==> src/rtl/rx_recovery_pkg.sv <==
package rx_recovery_pkg;

  typedef enum logic [3:0] {
    ST_IDLE, ST_WAIT_CFG, ST_FULL, ST_WAIT_RDONE, ST_WAIT_RCLK, ST_BUF,
    ST_PCS, ST_RATE, ST_WAIT_RATE, ST_WAIT_ALIGN, ST_ALIGN
  } seq_state_e;

  typedef enum logic [2:0] {SVC_NONE, SVC_FULL, SVC_PCS, SVC_RATE, SVC_BUF} svc_e;

  // bit positions in the synchronized status vector
  localparam int SI_RATE_DONE = 0;
  localparam int SI_LOCK      = 1;
  localparam int SI_RCLK      = 2;
  localparam int SI_RDONE     = 3;
  localparam int SI_PLUG      = 4;
  localparam int SI_PWR       = 5;
  localparam int SI_OVF       = 6;
  localparam int SI_UNF       = 7;
  localparam int SI_COUNT     = 8;

  // fixed service priority; a pending PCS reset blocks lower causes until lock returns
  function automatic svc_e pick_service(input logic full, input logic pcs, input logic lock,
                                        input logic rate, input logic bufe);
    if (full)      return SVC_FULL;
    if (pcs)       return lock ? SVC_PCS : SVC_NONE;
    if (rate)      return SVC_RATE;
    if (bufe)      return SVC_BUF;
    return SVC_NONE;
  endfunction

  function automatic seq_state_e after_recovery(input logic bypass);
    return bypass ? ST_WAIT_ALIGN : ST_IDLE;
  endfunction

  // last cycle of a window of len cycles counted from zero
  function automatic logic window_end(input logic [31:0] t, input int unsigned len);
    return t == 32'(len - 1);
  endfunction

endpackage

==> src/rtl/rx_sync2.sv <==
module rx_sync2 #(
  parameter int W = 1
) (
  input  logic         clk,
  input  logic         rst_n,
  input  logic [W-1:0] d,
  output logic [W-1:0] q
);
  for (genvar i = 0; i < W; i++) begin : g_bit
    logic [1:0] stg;
    always_ff @(posedge clk) begin
      if (!rst_n) stg <= '0;
      else        stg <= {stg[0], d[i]};
    end
    assign q[i] = stg[1];
  end
endmodule

==> src/rtl/rx_event_latch.sv <==
module rx_event_latch (
  input  logic clk,
  input  logic rst_n,
  input  logic plug_s,
  input  logic pwr_s,
  input  logic ovf_s,
  input  logic unf_s,
  input  logic lock_s,
  input  logic rate_req_i,
  input  logic rate_cfg_i,
  input  logic clr_full,
  input  logic clr_pcs,
  input  logic clr_rate,
  input  logic clr_buf,
  output logic pend_full,
  output logic pend_pcs,
  output logic pend_rate,
  output logic pend_rate_cfg,
  output logic pend_buf
);
  logic [3:0] prev_evt;
  logic       prev_lock;
  logic       full_rise, buf_rise, lock_fall;

  assign full_rise = (plug_s & ~prev_evt[0]) | (pwr_s & ~prev_evt[1]);
  assign buf_rise  = (ovf_s & ~prev_evt[2]) | (unf_s & ~prev_evt[3]);
  assign lock_fall = prev_lock & ~lock_s;

  always_ff @(posedge clk) begin
    if (!rst_n) begin
      prev_evt      <= '0;
      prev_lock     <= 1'b0;
      pend_full     <= 1'b0;
      pend_pcs      <= 1'b0;
      pend_rate     <= 1'b0;
      pend_rate_cfg <= 1'b0;
      pend_buf      <= 1'b0;
    end else begin
      prev_evt      <= {unf_s, ovf_s, pwr_s, plug_s};
      prev_lock     <= lock_s;
      pend_full     <= (pend_full & ~clr_full) | full_rise;
      pend_pcs      <= (pend_pcs & ~clr_pcs) | lock_fall;
      pend_rate     <= (pend_rate & ~clr_rate) | rate_req_i;
      pend_rate_cfg <= (pend_rate_cfg & ~clr_rate) | (rate_req_i & rate_cfg_i);
      pend_buf      <= (pend_buf & ~clr_buf) | buf_rise;
    end
  end

  assert_hold_buf_R9: assert property (@(posedge clk) disable iff (!rst_n)
    pend_buf && !clr_buf |=> pend_buf);
  assert_hold_full_R9: assert property (@(posedge clk) disable iff (!rst_n)
    pend_full && !clr_full |=> pend_full);
endmodule

==> src/rtl/rx_recovery_seq.sv <==
module rx_recovery_seq
  import rx_recovery_pkg::*;
#(
  parameter int PULSE_LEN = 4,
  parameter int TIMEOUT   = 4096
) (
  input  logic clk,
  input  logic rst_n,
  input  logic bypass_i,
  input  logic rate_req_i,
  input  logic rate_cfg_i,
  input  logic cfg_done_i,
  input  logic rate_done_i,
  input  logic usr_lock_i,
  input  logic rclk_stable_i,
  input  logic reset_done_i,
  input  logic plug_evt_i,
  input  logic remote_up_i,
  input  logic buf_ovf_i,
  input  logic buf_unf_i,
  output logic full_rst_o,
  output logic pcs_rst_o,
  output logic buf_rst_o,
  output logic rate_strobe_o,
  output logic align_req_o,
  output logic ready_o,
  output logic err_o
);
  localparam int SPAN = (TIMEOUT > PULSE_LEN) ? TIMEOUT : PULSE_LEN;
  localparam int TW   = $clog2(SPAN + 1);

  logic [SI_COUNT-1:0] raw_s, sync_s;
  logic rate_done_s, lock_s, rclk_s, rdone_s;
  logic pend_full, pend_pcs, pend_rate, pend_rate_cfg, pend_buf;
  logic clr_full, clr_pcs, clr_rate, clr_buf;
  seq_state_e st, nxt;
  logic [TW-1:0] tmr;
  logic armed, waiting, expire, set_err;
  svc_e svc;

  assign raw_s[SI_RATE_DONE] = rate_done_i;
  assign raw_s[SI_LOCK]      = usr_lock_i;
  assign raw_s[SI_RCLK]      = rclk_stable_i;
  assign raw_s[SI_RDONE]     = reset_done_i;
  assign raw_s[SI_PLUG]      = plug_evt_i;
  assign raw_s[SI_PWR]       = remote_up_i;
  assign raw_s[SI_OVF]       = buf_ovf_i;
  assign raw_s[SI_UNF]       = buf_unf_i;

  rx_sync2 #(.W(SI_COUNT)) u_sync (.clk(clk), .rst_n(rst_n), .d(raw_s), .q(sync_s));

  assign rate_done_s = sync_s[SI_RATE_DONE];
  assign lock_s      = sync_s[SI_LOCK];
  assign rclk_s      = sync_s[SI_RCLK];
  assign rdone_s     = sync_s[SI_RDONE];

  rx_event_latch u_evt (
    .clk(clk), .rst_n(rst_n),
    .plug_s(sync_s[SI_PLUG]), .pwr_s(sync_s[SI_PWR]),
    .ovf_s(sync_s[SI_OVF]), .unf_s(sync_s[SI_UNF]), .lock_s(lock_s),
    .rate_req_i(rate_req_i), .rate_cfg_i(rate_cfg_i),
    .clr_full(clr_full), .clr_pcs(clr_pcs), .clr_rate(clr_rate), .clr_buf(clr_buf),
    .pend_full(pend_full), .pend_pcs(pend_pcs), .pend_rate(pend_rate),
    .pend_rate_cfg(pend_rate_cfg), .pend_buf(pend_buf)
  );

  assign svc     = pick_service(pend_full, pend_pcs, lock_s, pend_rate, pend_buf);
  assign waiting = st inside {ST_WAIT_CFG, ST_WAIT_RDONE, ST_WAIT_RCLK, ST_WAIT_RATE, ST_WAIT_ALIGN};
  assign expire  = waiting && window_end(32'(tmr), TIMEOUT);

  always_comb begin
    nxt      = st;
    set_err  = 1'b0;
    clr_pcs  = 1'b0;
    clr_rate = 1'b0;
    clr_buf  = 1'b0;
    unique case (st)
      ST_IDLE: begin
        unique case (svc)
          SVC_FULL: nxt = ST_FULL;
          SVC_PCS:  begin nxt = ST_PCS; clr_pcs = 1'b1; end
          SVC_RATE: begin nxt = pend_rate_cfg ? ST_WAIT_CFG : ST_RATE; clr_rate = 1'b1; end
          SVC_BUF:  begin nxt = ST_BUF; clr_buf = 1'b1; end
          default:  nxt = ST_IDLE;
        endcase
      end
      ST_WAIT_CFG:   if (cfg_done_i) nxt = ST_FULL;
      ST_FULL:       if (window_end(32'(tmr), PULSE_LEN)) nxt = ST_WAIT_RDONE;
      ST_WAIT_RDONE: if (armed && rdone_s) nxt = rclk_s ? after_recovery(bypass_i) : ST_WAIT_RCLK;
      ST_WAIT_RCLK:  if (rclk_s) nxt = bypass_i ? ST_WAIT_ALIGN : ST_BUF;
      ST_BUF:        if (window_end(32'(tmr), PULSE_LEN)) nxt = ST_IDLE;
      ST_PCS:        if (window_end(32'(tmr), PULSE_LEN)) nxt = after_recovery(bypass_i);
      ST_RATE:       nxt = ST_WAIT_RATE;
      ST_WAIT_RATE:  if (rate_done_s) nxt = after_recovery(bypass_i);
      ST_WAIT_ALIGN: if (rclk_s) nxt = ST_ALIGN;
      ST_ALIGN:      nxt = ST_IDLE;
      default:       nxt = ST_IDLE;
    endcase
    if (expire && nxt == st) begin
      nxt     = ST_FULL;
      set_err = 1'b1;
    end
    clr_full = (nxt == ST_FULL) && (st != ST_FULL);
  end

  always_ff @(posedge clk) begin
    if (!rst_n) begin
      st    <= ST_IDLE;
      tmr   <= '0;
      armed <= 1'b0;
      err_o <= 1'b0;
    end else begin
      st    <= nxt;
      tmr   <= (nxt != st || st == ST_IDLE) ? '0 : tmr + 1'b1;
      if (clr_full)                                               armed <= 1'b0;
      else if ((st == ST_FULL || st == ST_WAIT_RDONE) && !rdone_s) armed <= 1'b1;
      if (set_err) err_o <= 1'b1;
    end
  end

  assign full_rst_o    = (st == ST_FULL);
  assign pcs_rst_o     = (st == ST_PCS);
  assign buf_rst_o     = (st == ST_BUF);
  assign rate_strobe_o = (st == ST_RATE);
  assign align_req_o   = (st == ST_ALIGN);
  assign ready_o       = (st == ST_IDLE) && !(pend_full | pend_pcs | pend_rate | pend_buf);

  assert_one_reset_R11: assert property (@(posedge clk) disable iff (!rst_n)
    $onehot0({full_rst_o, pcs_rst_o, buf_rst_o}));
  assert_busy_in_reset_R11: assert property (@(posedge clk) disable iff (!rst_n)
    (full_rst_o || pcs_rst_o || buf_rst_o) |-> !ready_o);
  assert_align_gated_R4: assert property (@(posedge clk) disable iff (!rst_n)
    align_req_o |-> bypass_i && $past(rclk_s));
  assert_align_single_R4: assert property (@(posedge clk) disable iff (!rst_n)
    align_req_o |=> !align_req_o);
  assert_strobe_single_R5: assert property (@(posedge clk) disable iff (!rst_n)
    rate_strobe_o |=> !rate_strobe_o && !full_rst_o);
  assert_pcs_after_lock_R7: assert property (@(posedge clk) disable iff (!rst_n)
    $rose(pcs_rst_o) |-> $past(lock_s));
  assert_err_sticky_R10: assert property (@(posedge clk) disable iff (!rst_n)
    err_o |=> err_o);
  assert_err_escalates_R10: assert property (@(posedge clk) disable iff (!rst_n)
    $rose(err_o) |-> full_rst_o);
endmodule

==> config.mk <==
export PLATFORM = sky130hd
export DESIGN_NAME = rx_recovery_seq
export DESIGN_NICKNAME = d
export VERILOG_FILES = /design/src/rtl/rx_recovery_pkg.sv /design/src/rtl/rx_sync2.sv /design/src/rtl/rx_event_latch.sv /design/src/rtl/rx_recovery_seq.sv
export SDC_FILE = /design/constraint.sdc
export NUM_CORES = 1
export LEC_CHECK = 0
export BUFFER_PORTS_ARGS = -buffer_cell sky130_fd_sc_hd__buf_2
export CAP_MARGIN = 20
export CORE_ASPECT_RATIO = 0.6
export CORE_MARGIN = 5
export CORE_UTILIZATION = 30
export DETAILED_ROUTE_END_ITERATION = 6
export GPL_TIMING_DRIVEN = 0
export SLEW_MARGIN = 20
export SYNTH_ARGS = -nofsm -noshare
export SYNTH_HDL_FRONTEND = slang
export SYNTH_SLANG_ARGS = --single-unit
==> constraint.sdc <==
create_clock -name clk -period 4.95 [get_ports clk]
set_clock_uncertainty 0.15 [all_clocks]
set_input_delay 0.495 -clock clk [delete_from_list [all_inputs] [get_ports clk]]
set_output_delay 0.495 -clock clk [all_outputs]
set_load 0.02 [all_outputs]
After elaboration in Yosys (flattened, before gate mapping)
Cells that the tools add are included.

cells by class
  eq/ne operators = 20
  muxes and demuxes = 41
  divide/modulo/power cells = 0
  shifts and indexed selects = 0
  add/sub/neg operators = 1
  $mul = 0
  bitwise operators = 31
  reduce and logical (&&, ||, !) cells = 14
  $lt $le $gt $ge = 0

operators by type and width
  kind                                                               count
  4-bit 2-to-1 mux                                                   12
  4-bit case mux with 10 select lines                                1
  3-bit 2-to-1 mux                                                   9
  1-bit 2-to-1 mux                                                   17
  4-bit by 3-bit == test with 1-bit output, second input constant    4
  13-bit by 1-bit adder with 13-bit output, second input constant    1
  13-bit by 12-bit == test with 1-bit output, second input constant  1
  13-bit by 2-bit == test with 1-bit output, second input constant   1
  4-bit by 2-bit == test with 1-bit output, second input constant    3
  4-bit == test, second input constant                               3
  3-bit case mux with 4 select lines                                 1
  1-bit AND                                                          11
  1-bit NOT                                                          10
  1-bit bitwise OR                                                   10
  3-bit by 2-bit == test with 1-bit output, second input constant    2
  1-bit logical AND                                                  6
  5-bit nonzero test                                                 1
  4-bit by 1-bit == test with 1-bit output, second input constant    1
  4-bit == test                                                      1
  4-bit logical NOT                                                  1
  4-bit by 2-bit != test with 1-bit output, second input constant    1
  4-bit != test                                                      1
  2-bit OR reduction                                                 2
  3-bit by 1-bit == test with 1-bit output, second input constant    1
  other kinds (4)                                                    6

word-level totals
  RAM bits = 0
  bits in latches = 0
  ROM bits = 0
  logic and storage cells = 126
  register bits = 45
  memories = 0

Logic depth before layout (Yosys ltp)
Gate-level depths: netlist of run 1.

  depth after elaboration = 22
  gate-level depth with buffers = 9
  mapped depth without buffers = 7

By module
A second synthesis of run 1 with hierarchy kept.

unflattened totals
  cell total of the unflattened synthesis = 257
  area total of the unflattened synthesis = 2,321.0 sq um

by module, submodules not included
  module           area an instance (sq um)  cells each  instances
  rx_recovery_seq  1,461.4                   185         1
  rx_sync2         506.7                     41          1
  rx_event_latch   352.8                     31          1

Least setup slack after synthesis of run 1
Ideal clock, no wire load.

  kind = flip-flop to flip-flop
  from = reg st[2]
  to = reg tmr[5]
  data arrival time = 2.336 ns
  path slack = 2.360 ns
  path buffers = 2
  required time = 4.697 ns
  clock period less this slack = 2.590 ns
  stages on the path, launching flop included = 9
  cells stage by stage = dfxtp_1 -> buf_2 -> nand3b_1 -> o31ai_1 -> a2111oi_2 -> mux2i_1 -> o211ai_2 -> buf_4 -> a2111oi_2

between the ends
  cells in the longest elaborated chain, start to end = 8
  elaborated cells on any way between the ends = 27
  classes of those cells = 11 x eq/ne; 10 x mux; 6 x reduce/logical

ends and longest elaborated chain
  item                                                                              line                                          RTL
  start: declaration                                                                rx_recovery_seq.sv:36                         seq_state_e st, nxt;
  start signal: assignment                                                          rx_recovery_seq.sv:113                        st <= nxt;
  4-bit == test, or another cell as far along                                       rx_recovery_seq.sv:68, rx_recovery_seq.sv:77
  4-bit case mux with 10 select lines / 5-bit nonzero test (equally long branches)  rx_recovery_seq.sv:77, rx_recovery_seq.sv:68
  4-bit == test / 1-bit logical AND (equally long branches)                         rx_recovery_seq.sv:99, rx_recovery_seq.sv:69
  1-bit logical AND                                                                 rx_recovery_seq.sv:99                         if (expire && nxt == st) begin
  4-bit 2-to-1 mux                                                                  rx_recovery_seq.sv:99
  4-bit != test                                                                     rx_recovery_seq.sv:114                        tmr <= (nxt != st || st == ST_IDLE) ? '0 : tmr + 1'b1;
  1-bit logical OR (*)                                                              rx_recovery_seq.sv:114
  2-bit OR reduction (no line) (*)                                                  -
  end signal: assignment                                                            rx_recovery_seq.sv:114
  end: declaration                                                                  rx_recovery_seq.sv:37                         logic [TW-1:0] tmr;

Every way passes the cells marked *; elsewhere a longest branch is shown, timed or not.
A chain may end at the register's enable or synchronous reset.

Worst setup path after layout of run 1
  from = reg st[1]
  to = reg tmr[1]

Same word-level chain as after synthesis.

==> flow_metrics.py, run 1 <==
metrics = {
    "synth": {
        "synthTopCellsByArea": "dfxtp_1 40%, a2111oi_2 7.3%, and2_1 6.7%",
        "ys_seq_area_share_pct": 40.0,
        "synth_top_area_share_pct": 40.0,
        "synthesis.area_um2": 2250,
        "synthArstFlopShare_pct": 0,
        "syn_area_per_cell_um2": 9.31,
        "yosys_warnings": 0,
        "synth-edff-count": 0,
        "ys_ff_latch": 45,
        "netlist_instances": 242,
        "synth_top_cell_by_area": "dfxtp_1",
        "ys_types": 52,
        "synth_ff_type": "dfxtp_1",
        "synth_nets": 257,
    },
    "grt": {
        "antenna_found_initial": 0,
        "grt_pass1_wl_um": 8820,
        "met1_usage_pct": 19.3,
        "grt_max_degree": 16,
        "busiest_layer": "met1",
        "grt_overflow": 0,
        "grtUsageMet2_pct": 13.7,
        "grt_usage_pct": 11.8,
        "grtUsageMet3_pct": 3.68,
        "grt_pass1_vias": 1693,
    },
    "floorplan": {
        "die_w_um": 122,
        "ios": 21,
        "fp.dieH_um": 77.1,
        "core_um2": 7300,
        "initial_core_util_pct": 30.9,
        "fp.dieArea_um2": 9400,
        "rows": 24,
    },
    "clock_network": {
        "cts_setup_buffers": 0,
        "root_buffer": "clkbuf_16",
        "clkLatencyLatePin_ns": 0.29,
        "cts_max_path_buffers": 2,
        "h-tree-depth": 2,
        "cts_buffers": 5,
        "clkSinkCount": 45,
        "cts_resized": 0,
        "cts.clk_slew.worst_paths_ns": 0.06,
        "holdBufCountCts": 0,
        "cts_tree": "built",
    },
    "pwr": {
        "switchingPower_mw": 0.540,
        "p_clk_share_pct": 25.8,
        "leakagePower_nw": 0.937,
        "pwr-share-seq_pct": 32.4,
        "p_int_mw": 0.787,
        "power.switching_fraction_pct": 40.7,
        "powerDensity_nw_per_um2": 503,
        "ir_worst_vdd_v": 0.000162,
        "pwr-share-comb_pct": 41.7,
    },
    "sta": {
        "fin_crit_sh_pct": 61.9,
        "fmax_ghz": 0.326,
        "final_max_slew_viol_count": 0,
        "hold_violations": 0,
        "fin_crit_ns": 3.06,
        "slew_headroom_pct": 50.2,
        "rsz0062_at_grt": "no",
        "tns_ns": 0,
        "setup_viol": 0,
        "worst_pin_slew_ns": 0.747,
    },
    "finish": {
        "seq_area_um2": 901,
        "syn_to_final_growth_pct": 17.1,
        "fin_util_pct": 36.1,
        "final_nets": 284,
        "nFillCells": 744,
        "drive_above_1_share_pct": 18.9,
        "multi_input_area_um2": 1250,
        "layout_common_cells": "45 x dfxtp_1, 24 x and2_1, 22 x buf_2",
        "layout.cells.non_filler": 374,
        "antenna_cells": 0,
        "layout_commonest_cell": "dfxtp_1",
    },
    "place": {
        "place_hpwl_um": 4010,
        "numPortBuffers": 20,
        "place.gp.congestion": 0.875,
        "dp.cells": 366,
    },
    "worst_setup_path": {
        "critical_path_required_ns": 4.98,
        "ff2ff_path_depth": 7,
        "crit_end": "tmr[1]",
        "max_stage_delay_ns": 0.60,
        "r2r-end": "tmr[1]",
        "rrSetupSlack_ns": 1.89,
        "cp_max_fo": 10,
        "crit_type": "reg2reg",
        "timing.rr.start": "st[1]",
        "path_cells": "buf_2 > inv_1 > a2111oi_2 > mux2i_1 > o211ai_2 > buf_4 > a2111oi_2",
        "crit_path_start": "st[1]",
        "path_common_cell": "a2111oi_2",
        "start_kind": "flip-flop",
        "endpoint_kind": "flip-flop",
        "crit_slowest_cell": "a2111oi_2",
        "crit_arrival_ns": 3.09,
    },
    "min_path": {
        "min_path_type": "in2reg",
    },
    "flow_run": {
        "cap_violations": 0,
    },
    "drt": {
        "wl_um": 5280,
        "first_pass_iters": 4,
        "drtIter0Drc": 155,
        "drc": 0,
        "vias": 1877,
        "wire_per_inst_um": 14.1,
        "via_per_inst": 5.02,
        "drtAntennaViolNets": 0,
    },
    "run_status": {
        "status": "finished, final reports clean",
    },
}
[state kept, by name (all words and copies together), names as in the netlist]
register and count:
u_evt.pend_rate 1, st 4, u_evt.pend_rate_cfg 1, u_evt.pend_full 1, u_sync.g_bit.stg 16, err_o 1
u_evt.prev_evt 4, u_evt.pend_pcs 1, u_evt.prev_lock 1, armed 1, u_evt.pend_buf 1, tmr 13
[metal layers]
layer,vias up,part of all wire [%]
met2,62,35
li1,949,-
met1,862,53
met4,0,0.89
met5,-,0
met3,4,10
[per-stage QoR]
step	hold slack, ns	power [mW]	worst slack, ns	area, um^2
floorplan	0.262	0.850	2.36	2250
global placement	0.264	0.985	1.87	2480
detailed placement	0.267	0.983	1.91	2480
CTS	0.256	1.33	1.95	2640
global route	0.260	1.41	1.60	2640
finish	0.264	1.33	1.89	2640
[cells in the mapped netlist (all sizes together) (2+ instances only)]
cell / number
dfxtp: 45
and2: 24
nand2: 16
a2111oi: 15
nor2: 13
nand3: 9
clkbuf: 8
inv: 7
xor2: 7
nor2b: 6
a21oi: 5
buf: 5
nand2b: 5
nand4: 5
nor3: 5
nor4: 5
o21ai: 5
and3: 4
o211ai: 4
xnor2: 4
a22oi: 3
nor3b: 3
nor4b: 3
o21a: 3
o31ai: 3
a211oi: 2
a21boi: 2
a31oi: 2
and4: 2
and4b: 2
mux2i: 2
o21bai: 2
o22ai: 2
or2: 2
or3: 2
[logic make-up (layout without fill, tap and decap cells)]
family                   Yosys count  in the layout  share of synthesized area, %
flip-flops                        45             45                          40.0
adder cells (fa/ha/maj)            1              1                         0.555
multiplexers                       2              2                         0.889
AO/OA/AOI/OAI                     55             55                          22.4
buffers and inverters             20             48                          4.28
AND/OR/NAND/NOR                  108            108                          27.6
XOR/XNOR                          11             11                          4.28
[critical path: cells and delay by family (launching register included)]
| kind | cells | cell delay (ns) |
|---|---|---|
| AOI/OAI and AO/OA | 3 | 1.12 |
| DFF | 1 | 0.44 |
| muxes | 1 | 0.54 |
| buffers and inverters | 3 | 0.70 |
[worst min-delay path by stage]
stage,start,to,slack (ns),cells past startpoint
after floorplan,u_sync.g_bit[0].stg[0],u_sync.g_bit[0].stg[1],0.26,1
after global placement,u_sync.g_bit[1].stg[0],u_sync.g_bit[1].stg[1],0.26,1
after detailed placement,u_sync.g_bit[6].stg[0],u_sync.g_bit[6].stg[1],0.27,1
after CTS,remote_up_i,u_sync.g_bit[5].stg[0],0.26,2
after global routing,buf_ovf_i,u_sync.g_bit[6].stg[0],0.26,2
final,remote_up_i,u_sync.g_bit[5].stg[0],0.26,2
[power by group through the flow]
| stage | Combinational, mW | Clock (mW) | Sequential, mW |
|---|---|---|---|
| 2_1_floorplan | 0.423 | 0 | 0.427 |
| 3_3_place_gp | 0.549 | 0 | 0.436 |
| 3_5_place_dp | 0.546 | 0 | 0.437 |
| 4_1_cts | 0.547 | 0.352 | 0.429 |
| 5_1_grt | 0.603 | 0.370 | 0.435 |
| 6_report | 0.554 | 0.343 | 0.430 |
[cell type report]
type | count | share of cell area [%]
Multi-Input combinational cell | 177 | 47.6
Sequential cell | 45 | 34.2
Clock buffer | 6 | 5.27
Tap cell | 104 | 4.93
Timing Repair Buffer | 20 | 3.80
Buffer | 13 | 2.66
Inverter | 7 | 0.996
Clock inverter | 2 | 0.617
Note: power is estimated with default switching activity, not from simulation.
==> run 2, diff against run 1 <==
Clock period 4.95 ns to 2.9 ns, I/O delays scaled along.
==> run 2 against run 1 <==
Final cell count increased by 0.53%. Sequential power rose by 71%. Non-clock buffer count is 2 higher. Utilization up 1.0 points. Final area is 2.8% higher. Fmax rose by 14%. Clock-buffer cell count unchanged. Combinational power increased by 76%. Routed wire length up 2.0%. Global-route usage up 0.22 points. Via count shrank 0.16%. Critical endpoint unchanged. Highest routed layer unchanged.
==> flow_metrics.py, run 2 (synthesis results as in run 1) <==
metrics = {
    "pwr": {
        "pwr-share-seq_pct": 32.1,
        "p_total_mw": 2.29,
        "switchingPower_mw": 0.934,
        "leakagePower_nw": 0.958,
        "power.switching_fraction_pct": 40.7,
        "ir_worst_vdd_v": 0.000276,
        "powerDensity_nw_per_um2": 846,
        "pwr-share-comb_pct": 42.4,
        "p_clk_share_pct": 25.5,
        "p_int_mw": 1.36,
    },
    "floorplan": {
        "ios": 21,
        "rows": 24,
        "die_w_um": 122,
        "core_um2": 7300,
        "fp.dieArea_um2": 9400,
        "fp.dieH_um": 77.1,
        "initial_core_util_pct": 30.9,
    },
    "finish": {
        "drive_above_1_share_pct": 22.8,
        "largest_reg_flops": 16,
        "layout_commonest_cell": "dfxtp_1",
        "syn_to_final_growth_pct": 20.4,
        "antenna_cells": 0,
        "top_regs": "u_sync.g_bit.stg x16, tmr x13",
        "final_nets": 286,
        "finalInstanceArea_um2": 2710,
        "layout.cells.non_filler": 376,
        "fin_util_pct": 37.2,
        "layout_common_cells": "44 x dfxtp_1, 24 x and2_1, 21 x buf_2",
        "regMostFlops": "u_sync.g_bit.stg",
    },
    "min_path": {
        "min_path_type": "in2reg",
        "min_to": "u_sync.g_bit[5].stg[0]",
        "holdPathStages": 2,
        "min_from": "remote_up_i",
    },
    "worst_setup_path": {
        "max_stage_delay_ns": 0.55,
        "crit_type": "reg2reg",
        "ff2ff_path_depth": 8,
        "r2r-end": "tmr[1]",
        "crit_arrival_ns": 2.71,
        "crit_buf_inv": 2,
        "cp_top_family": "simple AND/OR/NAND/NOR gates",
        "critical_path_required_ns": 2.93,
        "crit_slowest_cell": "or4_4",
        "path_cells": "buf_6 > or4_4 > or3_4 > a31o_1 > o211ai_2 > o21ai_4 > buf_6 > a2111oi_2",
        "rrSetupSlack_ns": 0.22,
        "cp_max_fo": 10,
        "timing.rr.start": "st[0]",
        "start_kind": "flip-flop",
        "path_common_cell": "buf_6",
        "endpoint_kind": "flip-flop",
    },
    "sta": {
        "worst_pin_slew_ns": 0.760,
        "rsz0062_at_grt": "no",
        "fmax_ghz": 0.373,
        "hold_violations": 0,
        "final_max_slew_viol_count": 0,
        "slew_headroom_pct": 49.3,
        "tns_ns": 0,
        "setup_viol": 0,
        "fin_crit_sh_pct": 92.6,
        "setup_ws_ns": 0.216,
        "fin_crit_ns": 2.68,
        "holdWs_ns": 0.0590,
    },
    "grt": {
        "grt_pass1_vias": 1716,
        "grt_pass1_wl_um": 8940,
        "grt_overflow": 0,
        "grt_usage_pct": 12.1,
        "antenna_found_initial": 0,
        "grt_max_degree": 16,
    },
    "drt": {
        "drtAntennaViolNets": 0,
        "routed.top_layer": "met4",
        "wl_um": 5380,
        "drc": 0,
        "wirelength_met1_um": 2880,
        "vias": 1874,
        "first_pass_iters": 4,
        "via_per_inst": 4.98,
        "met3_length_um": 540,
        "wire_per_inst_um": 14.3,
        "drtIter0Drc": 118,
        "dr_wl_met2_um": 1900,
    },
    "place": {
        "place.gp.congestion": 0.875,
        "place_hpwl_um": 4010,
        "numPortBuffers": 20,
        "place_ws_ns": -0.101,
        "dp.cells": 366,
        "place_area_um2": 2480,
    },
    "clock_network": {
        "clkSinkCount": 45,
        "cts.clk_slew.worst_paths_ns": 0.07,
        "clkLatencyLatePin_ns": 0.29,
        "root_buffer": "clkbuf_16",
        "cts_buffers": 5,
        "cts_max_path_buffers": 2,
        "h-tree-depth": 2,
        "cts_tree": "built",
    },
    "flow_run": {
        "cap_violations": 0,
    },
    "run_status": {
        "status": "finished, final reports clean",
    },
}
-- run 2: cell count changes in the layout (fill, tap and decap cells not counted), sizes merged --
cell / previous run / this run
buf: 25 / 26
clkbuf: 14 / 15
-- run 2: worst max-delay path by stage --
stage                       from  cells past startpoint      to  slack [ns]
after global placement     st[1]                      7  tmr[1]       -0.18
after floorplan            st[2]                      8  tmr[5]        0.31
after global routing       st[3]                      8  tmr[1]        0.02
after detailed placement   st[1]                      7  tmr[1]       -0.10
final                      st[0]                      8  tmr[1]        0.22
after CTS                 tmr[0]                      8  tmr[1]       0.006
-- run 2: final cells by class --
class                   instances  area (um^2)
clock buffers                   6          139
repair buffers                 22          115
plain buffers                  13         75.1
flip-flops and latches         45          902
fillers                       742         4580
clock inverters                 2         16.3
well taps                     104          130
multi-input cells             177         1310
inverters                       7         26.3
-- run 2: worst register-to-register path: cells and delay by family (launching register included) --
family	cells	cell delay (ns)
AOI/OAI and AO/OA	4	0.83
DFF	1	0.31
buffers and inverters	2	0.31
and+or+nand+nor	2	0.98
-- run 2: routing by layer --
metal  up-vias  global-route usage, %
met5         -                      0
met4         0                   4.70
met3         6                   4.26
met2        70                   14.0
met1       843                   19.1
li1        955                      -
-- run 2: repair_timing --
action	CTS	global route
gates resized for setup	2	14
setup endpoints to repair	10	16
hold buffers	0	0
gates cloned	0	0
setup buffers	0	2
pin swaps	0	1
-- run 2: power groups by stage --
stage | combinational [mW] | clock, mW | sequential (mW)
floorplan | 0.723 | 0 | 0.729
global placement | 0.937 | 0 | 0.745
CTS | 0.939 | 0.601 | 0.732
detailed placement | 0.932 | 0 | 0.746
finish | 0.974 | 0.585 | 0.737
global route | 1.06 | 0.632 | 0.745
==> run 3, diff against run 2 <==
Settings changed: ABC_AREA set to 0, CORE_UTILIZATION 30 to 50, PLACE_DENSITY set to 0.79.
==> run 3 against run 2 <==
Die area shrank 36%. Clock power shrank 15%. Critical path depth is the same. Global-route usage grew 6.6 points. Worst setup slack lost 0.074 ns. Sequential cell count is the same. Final cell count shrank 12%. Non-clock buffer count shrank 1. Total power shrank 3.6%. Utilization grew 24 points. Sequential power is essentially flat.
==> flow_metrics.py, run 3 (synthesis results as in run 1) <==
metrics = {
    "worst_setup_path": {
        "timing.rr.start": "st[1]",
        "rrSetupSlack_ns": 0.14,
        "ff2ff_path_depth": 8,
        "cp_max_fo": 10,
        "crit_arrival_ns": 2.80,
        "start_kind": "flip-flop",
        "critical_path_required_ns": 2.95,
        "r2r-end": "tmr[8]",
        "crit_type": "reg2reg",
        "crit_path_start": "st[1]",
        "endpoint_kind": "flip-flop",
    },
    "place": {
        "dp.cells": 322,
        "place_area_um2": 2430,
        "place_hpwl_um": 3860,
        "place_ws_ns": -0.0861,
        "numPortBuffers": 20,
        "place.gp.congestion": 0.953,
    },
    "sta": {
        "hold_violations": 0,
        "slew_headroom_pct": 49.8,
        "setup_ws_ns": 0.142,
        "tns_ns": 0,
        "holdWs_ns": 0.0407,
        "fin_crit_ns": 2.76,
        "final_max_slew_viol_count": 0,
        "fin_crit_sh_pct": 95.1,
        "worst_pin_slew_ns": 0.754,
        "fmax_ghz": 0.363,
        "setup_viol": 0,
    },
    "pwr": {
        "pwr-share-comb_pct": 44.4,
        "p_clk_share_pct": 22.4,
        "powerDensity_nw_per_um2": 849,
        "p_int_mw": 1.27,
        "switchingPower_mw": 0.939,
        "p_total_mw": 2.21,
        "power.switching_fraction_pct": 42.4,
        "leakagePower_nw": 0.938,
        "pwr-share-seq_pct": 33.3,
        "ir_worst_vdd_v": 0.000388,
    },
    "floorplan": {
        "ios": 21,
        "fp.dieH_um": 62.0,
        "die_w_um": 96.6,
        "core_um2": 4230,
        "rows": 18,
        "fp.dieArea_um2": 5990,
        "initial_core_util_pct": 53.2,
    },
    "drt": {
        "wl_um": 5340,
        "wire_per_inst_um": 16.1,
        "drc": 0,
        "via_per_inst": 5.97,
        "drtIter0Drc": 176,
        "drtAntennaViolNets": 0,
        "vias": 1975,
        "first_pass_iters": 4,
    },
    "flow_run": {
        "cap_violations": 0,
    },
    "grt": {
        "grt_pass1_wl_um": 8830,
        "grtUsageMet2_pct": 27.1,
        "grtUsageMet3_pct": 6.24,
        "antenna_found_initial": 0,
        "met1_usage_pct": 26.4,
        "grt_overflow": 0,
        "grt_usage_pct": 18.6,
        "grt_max_degree": 17,
        "busiest_layer": "met2",
        "grt_pass1_vias": 1773,
    },
    "clock_network": {
        "clkLatencyLatePin_ns": 0.30,
        "cts_buffers": 5,
        "holdBufCountCts": 0,
        "root_buffer": "clkbuf_8",
        "clkSinkCount": 45,
        "cts_tree": "built",
        "h-tree-depth": 2,
        "cts.clk_slew.worst_paths_ns": 0.09,
        "cts_max_path_buffers": 2,
    },
    "finish": {
        "antenna_cells": 0,
        "nFillCells": 378,
        "largest_reg_flops": 16,
        "layout_commonest_cell": "dfxtp_1",
        "multi_input_area_um2": 1310,
        "layout.cells.non_filler": 331,
        "regMostFlops": "u_sync.g_bit.stg",
        "top_regs": "u_sync.g_bit.stg x16, tmr x13",
        "fin_util_pct": 61.6,
        "finalInstanceArea_um2": 2610,
        "syn_to_final_growth_pct": 15.7,
        "seq_area_um2": 902,
        "final_nets": 285,
        "drive_above_1_share_pct": 21.8,
        "layout_common_cells": "44 x dfxtp_1, 24 x and2_1, 21 x buf_2",
    },
    "min_path": {
        "min_to": "u_sync.g_bit[4].stg[0]",
        "holdPathStages": 2,
        "min_from": "plug_evt_i",
        "min_path_type": "in2reg",
    },
    "run_status": {
        "status": "finished, final reports clean",
    },
}
run 3: worst max-delay path by stage:
| stage | end | cells after the start |
|---|---|---|
| finish | tmr[8] | 8 |
| global route | tmr[8] | 8 |
| CTS | tmr[8] | 8 |
| detailed placement | tmr[8] | 8 |
| global placement | tmr[1] | 7 |
| floorplan | tmr[5] | 8 |
run 3: power by group through the flow:
stage	clock network, mW	registers [mW]	logic [mW]
after floorplan	0	0.729	0.723
after detailed placement	0	0.745	0.923
final	0.495	0.736	0.981
after CTS	0.503	0.730	0.940
after global placement	0	0.743	0.915
after global routing	0.529	0.746	1.04
run 3: final cells by class:
cell class | instances | share of cell area [%]
buffer | 13 | 2.83
clock buffer | 5 | 2.64
clock inverter | 3 | 1.82
inverter | 7 | 1.01
multi-input combinational | 177 | 50.1
sequential | 45 | 34.6
tap | 60 | 2.88
timing repair buffer | 21 | 4.13
run 3: repair_timing:
item                       CTS  global route
pin swaps                    0             1
gates resized for setup      2            11
setup endpoints to repair   11            11
buffers inserted             0             1
run 3: routing by layer:
layer  share of wire (%)  vias to the layer above  routed length (um)
met5                   0                        -                   0
met2                  40                      112                2130
li1                    -                      945                   -
met4                 1.2                        0                  63
met1                  48                      905                2580
met3                  11                       13                 569
run 3: critical path: stages (launching register included):
cell	delay (ns)
dfxtp_2	0.40
clkbuf_4	0.23
inv_1	0.18
a2111oi_4	0.41
buf_4	0.21
mux2i_4	0.30
o211ai_2	0.17
buf_4	0.23
a2111oi_2	0.36
